### config.mk
export PLATFORM = sky130hd
export DESIGN_NAME = pport_strobe_if
export DESIGN_NICKNAME = d
export VERILOG_FILES = /design/src/rtl/pport_pkg.sv /design/src/rtl/pport_ctl_reg.sv /design/src/rtl/pport_in_sync.sv /design/src/rtl/pport_strobe_gen.sv /design/src/rtl/pport_strobe_if.sv
export SDC_FILE = /design/constraint.sdc
export NUM_CORES = 1
export LEC_CHECK = 0
export ABC_AREA = 1
export ABC_CLOCK_PERIOD_IN_PS = 3000
export BUFFER_PORTS_ARGS = -buffer_cell sky130_fd_sc_hd__buf_2
export CORE_MARGIN = 2
export CORE_UTILIZATION = 54
export CTS_CLUSTER_DIAMETER = 80
export DETAILED_ROUTE_END_ITERATION = 16
export PLACE_DENSITY = 0.8
export SYNTH_ARGS = -nofsm -noshare
export SYNTH_HDL_FRONTEND = slang
export SYNTH_SLANG_ARGS = --single-unit
### constraint.sdc
create_clock -name clk -period 3 [get_ports clk]
set_input_delay 0.3 -clock clk [delete_from_list [all_inputs] [get_ports clk]]
set_output_delay 0.3 -clock clk [all_outputs]
set_load 0.1 [all_outputs]
### src/rtl/pport_pkg.sv
package pport_pkg;

   // control register bit positions (software visible)
   localparam int unsigned CTL_MANUAL_BIT = 0;
   localparam int unsigned CTL_FAST_BIT   = 1;
   localparam int unsigned CTL_LEVEL_BIT  = 2;
   localparam int unsigned CTL_PRIME_BIT  = 3;

   // status byte bit positions
   localparam int unsigned ST_BUSY_BIT  = 3;
   localparam int unsigned ST_PAPER_BIT = 4;
   localparam int unsigned ST_SEL_BIT   = 5;
   localparam int unsigned ST_FAULT_BIT = 6;
   localparam int unsigned ST_ACK_BIT   = 7;

   localparam int unsigned NUM_PRN_IN = 5;

   typedef struct packed {
      logic prime;
      logic level;
      logic fast;
      logic manual;
   } pport_ctl_t;

endpackage

### src/rtl/pport_ctl_reg.sv
module pport_ctl_reg
   import pport_pkg::*;
(
   input  logic       clk,
   input  logic       rst_n,
   input  logic       wr_en,
   input  logic [7:0] wr_byte,
   output pport_ctl_t ctl
);

   always_ff @(posedge clk or negedge rst_n) begin
      if (!rst_n) begin
         ctl <= '0;
      end else if (wr_en) begin
         ctl.manual <= wr_byte[CTL_MANUAL_BIT];
         ctl.fast   <= wr_byte[CTL_FAST_BIT];
         ctl.level  <= wr_byte[CTL_LEVEL_BIT];
         ctl.prime  <= wr_byte[CTL_PRIME_BIT];
      end
   end

   // prime bit follows the last control write
   p_prime_follow_r10 : assert property (@(posedge clk) disable iff (!rst_n)
      wr_en |=> (ctl.prime == $past(wr_byte[CTL_PRIME_BIT])));

endmodule

### src/rtl/pport_in_sync.sv
module pport_in_sync #(
   parameter int unsigned WIDTH  = 5,
   parameter int unsigned STAGES = 2
) (
   input  logic             clk,
   input  logic             rst_n,
   input  logic [WIDTH-1:0] async_in,
   output logic [WIDTH-1:0] sync_out
);

   if (STAGES < 2) begin : g_bad_stages
      $error("pport_in_sync: STAGES must be at least 2");
   end
   if (WIDTH < 1) begin : g_bad_width
      $error("pport_in_sync: WIDTH must be at least 1");
   end

   logic [WIDTH-1:0] chain [STAGES];

   for (genvar s = 0; s < STAGES; s++) begin : g_stage
      always_ff @(posedge clk or negedge rst_n) begin
         if (!rst_n) begin
            chain[s] <= '0;
         end else begin
            chain[s] <= (s == 0) ? async_in : chain[(s == 0) ? 0 : s-1];
         end
      end
   end

   assign sync_out = chain[STAGES-1];

endmodule

### src/rtl/pport_strobe_gen.sv
module pport_strobe_gen #(
   parameter int unsigned LONG_CYC  = 1600,
   parameter int unsigned SHORT_CYC = 400
) (
   input  logic clk,
   input  logic rst_n,
   input  logic fire,
   input  logic manual,
   input  logic fast,
   input  logic man_level,
   output logic strobe
);

   localparam int unsigned CW = $clog2(LONG_CYC + 1);

   if (SHORT_CYC < 1 || SHORT_CYC > LONG_CYC) begin : g_bad_width
      $error("pport_strobe_gen: need 1 <= SHORT_CYC <= LONG_CYC");
   end

   logic          pend_q;
   logic [CW-1:0] cnt_q;
   logic          auto_on;

   always_ff @(posedge clk or negedge rst_n) begin
      if (!rst_n) begin
         pend_q <= 1'b0;
         cnt_q  <= '0;
      end else if (manual) begin
         pend_q <= 1'b0;
         cnt_q  <= '0;
      end else if (fire) begin
         pend_q <= 1'b1;
         cnt_q  <= '0;
      end else if (pend_q) begin
         pend_q <= 1'b0;
         cnt_q  <= fast ? CW'(SHORT_CYC) : CW'(LONG_CYC);
      end else if (cnt_q != '0) begin
         cnt_q  <= cnt_q - 1'b1;
      end
   end

   assign auto_on = (cnt_q != '0);
   assign strobe  = manual ? man_level : auto_on;

   // checker: length of the current automatic high run
   logic [CW:0] run_q;
   always_ff @(posedge clk or negedge rst_n) begin
      if (!rst_n)       run_q <= '0;
      else if (auto_on) run_q <= run_q + 1'b1;
      else              run_q <= '0;
   end

   // a write in auto mode cuts the strobe in the next cycle
   p_write_cuts_r8 : assert property (@(posedge clk) disable iff (!rst_n)
      (fire && !manual) |=> !auto_on);

   // the automatic strobe only rises after a pending write
   p_rise_after_write_r4 : assert property (@(posedge clk) disable iff (!rst_n)
      $rose(auto_on) |-> $past(pend_q));

   // an uninterrupted pulse has one of the two legal widths
   p_width_legal_r5 : assert property (@(posedge clk) disable iff (!rst_n)
      ($fell(auto_on) && !$past(fire) && !$past(manual))
         |-> (run_q == (CW+1)'(LONG_CYC) || run_q == (CW+1)'(SHORT_CYC)));

   // the run never exceeds the long width
   p_no_overrun_r6 : assert property (@(posedge clk) disable iff (!rst_n)
      run_q <= (CW+1)'(LONG_CYC));

endmodule

### src/rtl/pport_strobe_if.sv
module pport_strobe_if
   import pport_pkg::*;
#(
   parameter int unsigned CLK_KHZ     = 250_000,
   parameter int unsigned SYNC_STAGES = 2
) (
   input  logic       clk,
   input  logic       rst_n,
   input  logic       bus_ctl_sel,
   input  logic       bus_we,
   input  logic [7:0] bus_wdata,
   output logic [7:0] bus_rdata,
   output logic [7:0] prn_data,
   output logic       prn_strobe,
   output logic       prn_prime,
   input  logic       prn_busy,
   input  logic       prn_paper_out,
   input  logic       prn_select,
   input  logic       prn_fault,
   input  logic       prn_ack
);

   localparam int unsigned LONG_CYC  = (CLK_KHZ * 64) / 10000;
   localparam int unsigned SHORT_CYC = (CLK_KHZ * 16) / 10000;

   if (SHORT_CYC < 1) begin : g_bad_clk
      $error("pport_strobe_if: CLK_KHZ too low for the short strobe");
   end

   pport_ctl_t            ctl;
   logic                  data_wr;
   logic                  ctl_wr;
   logic [NUM_PRN_IN-1:0] raw_in;
   logic [NUM_PRN_IN-1:0] syn_in;

   assign data_wr = bus_we && !bus_ctl_sel;
   assign ctl_wr  = bus_we &&  bus_ctl_sel;

   // data latch
   always_ff @(posedge clk or negedge rst_n) begin
      if (!rst_n)       prn_data <= '0;
      else if (data_wr) prn_data <= bus_wdata;
   end

   pport_ctl_reg u_ctl (
      .clk     (clk),
      .rst_n   (rst_n),
      .wr_en   (ctl_wr),
      .wr_byte (bus_wdata),
      .ctl     (ctl)
   );

   assign raw_in = {prn_ack, prn_fault, prn_select, prn_paper_out, prn_busy};

   pport_in_sync #(
      .WIDTH  (NUM_PRN_IN),
      .STAGES (SYNC_STAGES)
   ) u_sync (
      .clk      (clk),
      .rst_n    (rst_n),
      .async_in (raw_in),
      .sync_out (syn_in)
   );

   pport_strobe_gen #(
      .LONG_CYC  (LONG_CYC),
      .SHORT_CYC (SHORT_CYC)
   ) u_stb (
      .clk       (clk),
      .rst_n     (rst_n),
      .fire      (data_wr),
      .manual    (ctl.manual),
      .fast      (ctl.fast),
      .man_level (ctl.level),
      .strobe    (prn_strobe)
   );

   assign prn_prime = ctl.prime;

   // read mux
   always_comb begin
      bus_rdata = '0;
      if (bus_ctl_sel) begin
         bus_rdata[CTL_MANUAL_BIT] = ctl.manual;
         bus_rdata[CTL_FAST_BIT]   = ctl.fast;
         bus_rdata[CTL_LEVEL_BIT]  = ctl.level;
         bus_rdata[CTL_PRIME_BIT]  = ctl.prime;
      end else begin
         bus_rdata[ST_BUSY_BIT]  = syn_in[0];
         bus_rdata[ST_PAPER_BIT] = syn_in[1];
         bus_rdata[ST_SEL_BIT]   = syn_in[2];
         bus_rdata[ST_FAULT_BIT] = syn_in[3];
         bus_rdata[ST_ACK_BIT]   = syn_in[4];
      end
   end

   // data lines hold under a running automatic strobe
   p_data_stable_r7 : assert property (@(posedge clk) disable iff (!rst_n)
      (prn_strobe && $past(prn_strobe) && !ctl.manual && !$past(ctl.manual))
         |-> $stable(prn_data));

endmodule

### After elaboration in Yosys (flattened, before gate mapping)

Index checks and enable logic that the tools add are counted.

* register bits: 34
* input bits: 17
* output and inout port bits: 18
* logic and storage cells: 26

* add/sub/neg operators: 1
* multiplexer cells: 11
* reduce and logical (&&, ||, !) cells: 5

Operators by type and width (number)
* 11-bit two-way mux: 5
* 11-bit nonzero test: 1
* 11-bit by 1-bit subtractor with 11-bit output (second input constant): 1
* 1-bit two-way mux: 4
* 4-bit two-way mux: 1
* 4-bit nonzero test: 1
* 3-bit two-way mux: 1
* 1-bit logical AND: 2
* 1-bit logical NOT: 1

### Longest topological paths before layout

* depth in word-level cells: 5
* gate-level depth with buffers: 9
* gate-level depth less buffers: 9

### Hierarchy

A second synthesis with hierarchy kept.

* cell total of the unflattened synthesis: 193
* area total of the unflattened synthesis: 1634.1 µm²

By module, submodules not included
* pport_strobe_gen: times used 1, cells each 105, area each 772.0 µm², sequential area each 300.3 µm²
* pport_strobe_if: times used 1, cells each 56, area each 425.4 µm², sequential area each 200.2 µm²
* pport_in_sync: times used 1, cells each 15, area each 287.8 µm², sequential area each 250.2 µm²
* pport_ctl_reg: times used 1, cells each 17, area each 148.9 µm², sequential area each 100.1 µm²

### Worst setup path after synthesis

OpenSTA, ideal clock, no wires.

* path kind: register -> output
* from: register u_stb.cnt_q[0]
* to: output port prn_strobe
* arrival time: 2302 ps
* data required time: 2700 ps
* setup slack: 398 ps
* cell stages (with the launch flop): 6
* buffers on the path: 0
* cell sequence: dfrtp_1 -> inv_1 -> ha_1 -> nand3_4 -> nor2_4 -> a31oi_1

* longest elaborated chain between the ends: 2

Ends and longest elaborated chain
* from (decl): RTL line pport_strobe_gen.sv:21 `logic [CW-1:0] cnt_q;`
* from (signal assigned): RTL line pport_strobe_gen.sv:36 `cnt_q <= fast ? CW'(SHORT_CYC) : CW'(LONG_CYC);`
* from (signal assigned): RTL line pport_strobe_gen.sv:38 `cnt_q <= cnt_q - 1'b1;`
* 11-bit nonzero test: RTL line pport_strobe_gen.sv:42 `assign auto_on = (cnt_q != '0);`
* 1-bit two-way mux: RTL line pport_strobe_gen.sv:43 `assign strobe = manual ? man_level : auto_on;`
* to (decl): RTL line pport_strobe_if.sv:14 `output logic prn_strobe,`

Every way passes these cells.

### Worst setup path in the final report

Same ends and word-level chain as after synthesis.

==> results.rst <==
.. list-table::
   :header-rows: 1

   * - Metric
     - Value
   * - Status
     - finished with violations
   * - Violations in the final reports
     - hold timing
   * - Min cycle time layout
     - 2161 ps
   * - Distinct cell type count of the synthesized netlist
     - 29
   * - Horizontal die dimension
     - 56.97 um
   * - Worst setup path category
     - reg2out
   * - First drt pass iteration count
     - 5
   * - Post-route clock skew
     - 9.929 ps
   * - End point of the critical path
     - prn_strobe
   * - Number of gates resized after cts
     - 0
   * - Post-Syn Area per Cell
     - 9.296 um2
   * - Worst Setup End Kind
     - output pin
   * - Final Net Count
     - 220
   * - First-pass GRT wire length
     - 4774 um
   * - Accumulated negative setup slack
     - 0 ps
   * - Port Buffer Count
     - 34
   * - Total gr overflow
     - 0
   * - Post-CTS setup buffer count
     - 0
   * - Number of inserted filler cells in the final layout
     - 233
   * - Headroom to the max-slew limit
     - 51.34%
   * - Final-report max-slew violation count
     - 0
   * - Boundary Pins
     - 35
   * - Sum of routed wire length over all layers
     - 2878 um
   * - Max H-tree Level
     - 2
   * - Fraction of layout cells with a size suffix above 1
     - 29.56%
   * - Number of antenna violations at the first check in global routing
     - 0
   * - GP Congestion
     - 0.8137
   * - Mapped Nets
     - 181
   * - Setup repair after global routing missed its margin
     - false
   * - Hold buffer count at CTS
     - 0
   * - CTS Root Cell
     - sky130_fd_sc_hd__clkbuf_4
   * - Kind of start point of the critical path
     - flop
   * - Minimum setup slack after placement
     - 1225 ps
   * - Register-to-Register Path Depth
     - 9
   * - Achievable clock frequency
     - 462.7 MHz
   * - Leading cell types by total area after synthesis
     - sky130_fd_sc_hd__dfrtp_1 56%, sky130_fd_sc_hd__nand2_1 7.9%, sky130_fd_sc_hd__inv_1 6.2%, sky130_fd_sc_hd__nor2_1 4.5%, sky130_fd_sc_hd__o21ai_0 4.0%
   * - Largest voltage drop on the vdd net
     - 0.6724 mV
   * - Yosys top cell area share
     - 56.15%
   * - Clk Latency, worst-skew pair
     - 350 ps
   * - Number of enable-type register cells in the synthesized netlist
     - 0
   * - Core Area
     - 2710 um2
   * - Number of remaining DRC errors
     - 0
   * - Share of async-settable or async-resettable flops after synthesis
     - 100.0%
   * - Worst R2R End
     - u_stb.cnt_q[6]
   * - HPWL Detailed
     - 2083 um
   * - Cell taking the most area after synthesis
     - sky130_fd_sc_hd__dfrtp_1
   * - CTS tree
     - built
   * - Initial core utilization
     - 55.91%
   * - Netlist area before placement
     - 1515 um2
   * - Worst Hold Slack
     - -4.272 ps
   * - Most instantiated library cell after synthesis
     - sky130_fd_sc_hd__dfrtp_1
   * - Number of placement rows
     - 19
   * - Average wire length per cell after detail routing
     - 12.30 um
   * - Number of synthesized register bits
     - 34
   * - Post-detailed-route via-to-cell ratio
     - 5.060
   * - Number of global-route vias before repair
     - 1144
   * - Vert. Die Dim
     - 56.97 um
   * - Data required time at the worst endpoint
     - 2700 ps
   * - Gate Count Post-Synth
     - 163
   * - Pwr/cell area
     - 1004 nW/um2
   * - Layout-stage area growth over the synthesis result
     - 19.74%
   * - Fraction of the yosys area taken by sequential cells
     - 56.15%
   * - Final number of setup-violating endpoints
     - 0
   * - Overall die area
     - 3246 um2
   * - Clock net sink count
     - 34
   * - Max-cap viol count
     - 0
   * - First DRT Iteration DRCs
     - 27
   * - Remaining antenna violation count
     - 0
   * - Inserted Clock Buffers
     - 5
   * - Type of the worst min-delay path
     - in2async
   * - Clock-pin slew of the registers on the worst-case setup and hold paths
     - 110 ps
   * - Final worst-path cycle share
     - 72.05%
   * - Launching instance or port of the critical path
     - u_stb.cnt_q[0]
   * - Worst setup margin
     - 838.6 ps
   * - Most common library cells after synthesis
     - 34 x sky130_fd_sc_hd__dfrtp_1, 32 x sky130_fd_sc_hd__nand2_1, 25 x sky130_fd_sc_hd__inv_1
   * - Number of synthesis warnings
     - 0
   * - Final Hold Fails
     - 16
   * - Source of the worst register-to-register timing path
     - u_stb.cnt_q[0]
   * - Ys flop type
     - sky130_fd_sc_hd__dfrtp_1
   * - Util after Layout
     - 66.94%
   * - Final antenna diode count
     - 0
   * - Slew at the pin with the worst max-slew slack
     - 729.9 ps
   * - Data arrival at the endpoint of the critical path
     - 1860 ps
   * - Leakage power of the design
     - 0.0009955 uW
   * - Internal reg-to-reg setup slack
     - 1360 ps
   * - Global-route usage over all layers
     - 19.15%
   * - Peak fanout along the critical path
     - 6
   * - Maximum number of pins on one net before global-route repair
     - 35
   * - Buffers from clock root to sink, at most
     - 2
   * - Total number of vias
     - 1184
layout by cell type (no fill, tap or decap), types with 3 or more instances in the layout:
master | netlist | final
sky130_fd_sc_hd__inv_1 | 25 | 25
sky130_fd_sc_hd__nor2_1 | 18 | 18
sky130_fd_sc_hd__nand2_1 | 32 | 32
sky130_fd_sc_hd__clkbuf_4 | 0 | 5
sky130_fd_sc_hd__a21oi_1 | 6 | 6
sky130_fd_sc_hd__nand3_1 | 7 | 7
sky130_fd_sc_hd__buf_2 | 1 | 34
sky130_fd_sc_hd__dfrtp_1 | 34 | 34
sky130_fd_sc_hd__mux2_2 | 4 | 4
sky130_fd_sc_hd__nor2_2 | 3 | 3
sky130_fd_sc_hd__o21ai_0 | 12 | 12
sequential cells by signal, summed over array words and instances (netlist names):
name and count:
u_stb.pend_q 1, u_sync.sync_out 5, u_ctl.ctl 4, u_stb.cnt_q 11, u_sync.chain 5, prn_data 8
critical path, stage by stage, from the launching register on:
cell	delay (ps)
sky130_fd_sc_hd__dfrtp_1	380
sky130_fd_sc_hd__inv_1	140
sky130_fd_sc_hd__ha_1	270
sky130_fd_sc_hd__nand3_4	120
sky130_fd_sc_hd__nor2_4	210
sky130_fd_sc_hd__a31oi_1	100
sky130_fd_sc_hd__buf_2	300
layout make-up:
class                   count  area, um2  area share (%)
clock inverters             3      68.82           3.793
multi-input cells         100      544.3           30.00
flip-flops and latches     34      850.8           46.90
well taps                  31      38.79           2.138
inverters                  27      103.9           5.724
repair buffers             34      170.2           9.379
clock buffers               5      37.54           2.069
report_power, final:
part | internal (uW) | switching (uW)
Combinational | 211 | 571
Clock | 261 | 167
Sequential | 548 | 63.1
through the flow:
step                      power, uW  cells  instance area, um2
after global placement         1364    226                1708
final                          1821    234                1814
after floorplan                1251    163                1515
after detailed placement       1396    226                1708
after global routing           1928    234                1814
after CTS                      1821    234                1814
logic make-up after synthesis:
| group | count (synthesis) | synth area share, % |
|---|---|---|
| AND/OR/NAND/NOR | 72 | 24.03 |
| flip-flops | 34 | 56.15 |
| buffers and inverters | 29 | 7.927 |
| AO/OA/AOI/OAI | 23 | 8.093 |
| multiplexers | 4 | 2.973 |
| adder cells (fa/ha/maj) | 1 | 0.8256 |
worst min path at each step:
stage / from / endpoint
2_1_floorplan: rst_n / prn_data[0]
3_3_place_gp: u_sync.chain[8] / u_sync.sync_out[3]
3_5_place_dp: u_sync.chain[8] / u_sync.sync_out[3]
4_1_cts: rst_n / u_stb.cnt_q[7]
5_1_grt: prn_busy / u_sync.chain[5]
6_report: rst_n / u_stb.cnt_q[9]
routing by layer:
metal | track usage [%] | vias up | part of all wire [%]
met2 | 32.02 | 32 | 49
li1 | - | 583 | -
met1 | 22.94 | 564 | 44
met5 | 0 | - | 0
met4 | 6.977 | 0 | 1.3
met3 | 6.803 | 5 | 5.4
No activity file was read; power rests on OpenSTA's default activity.
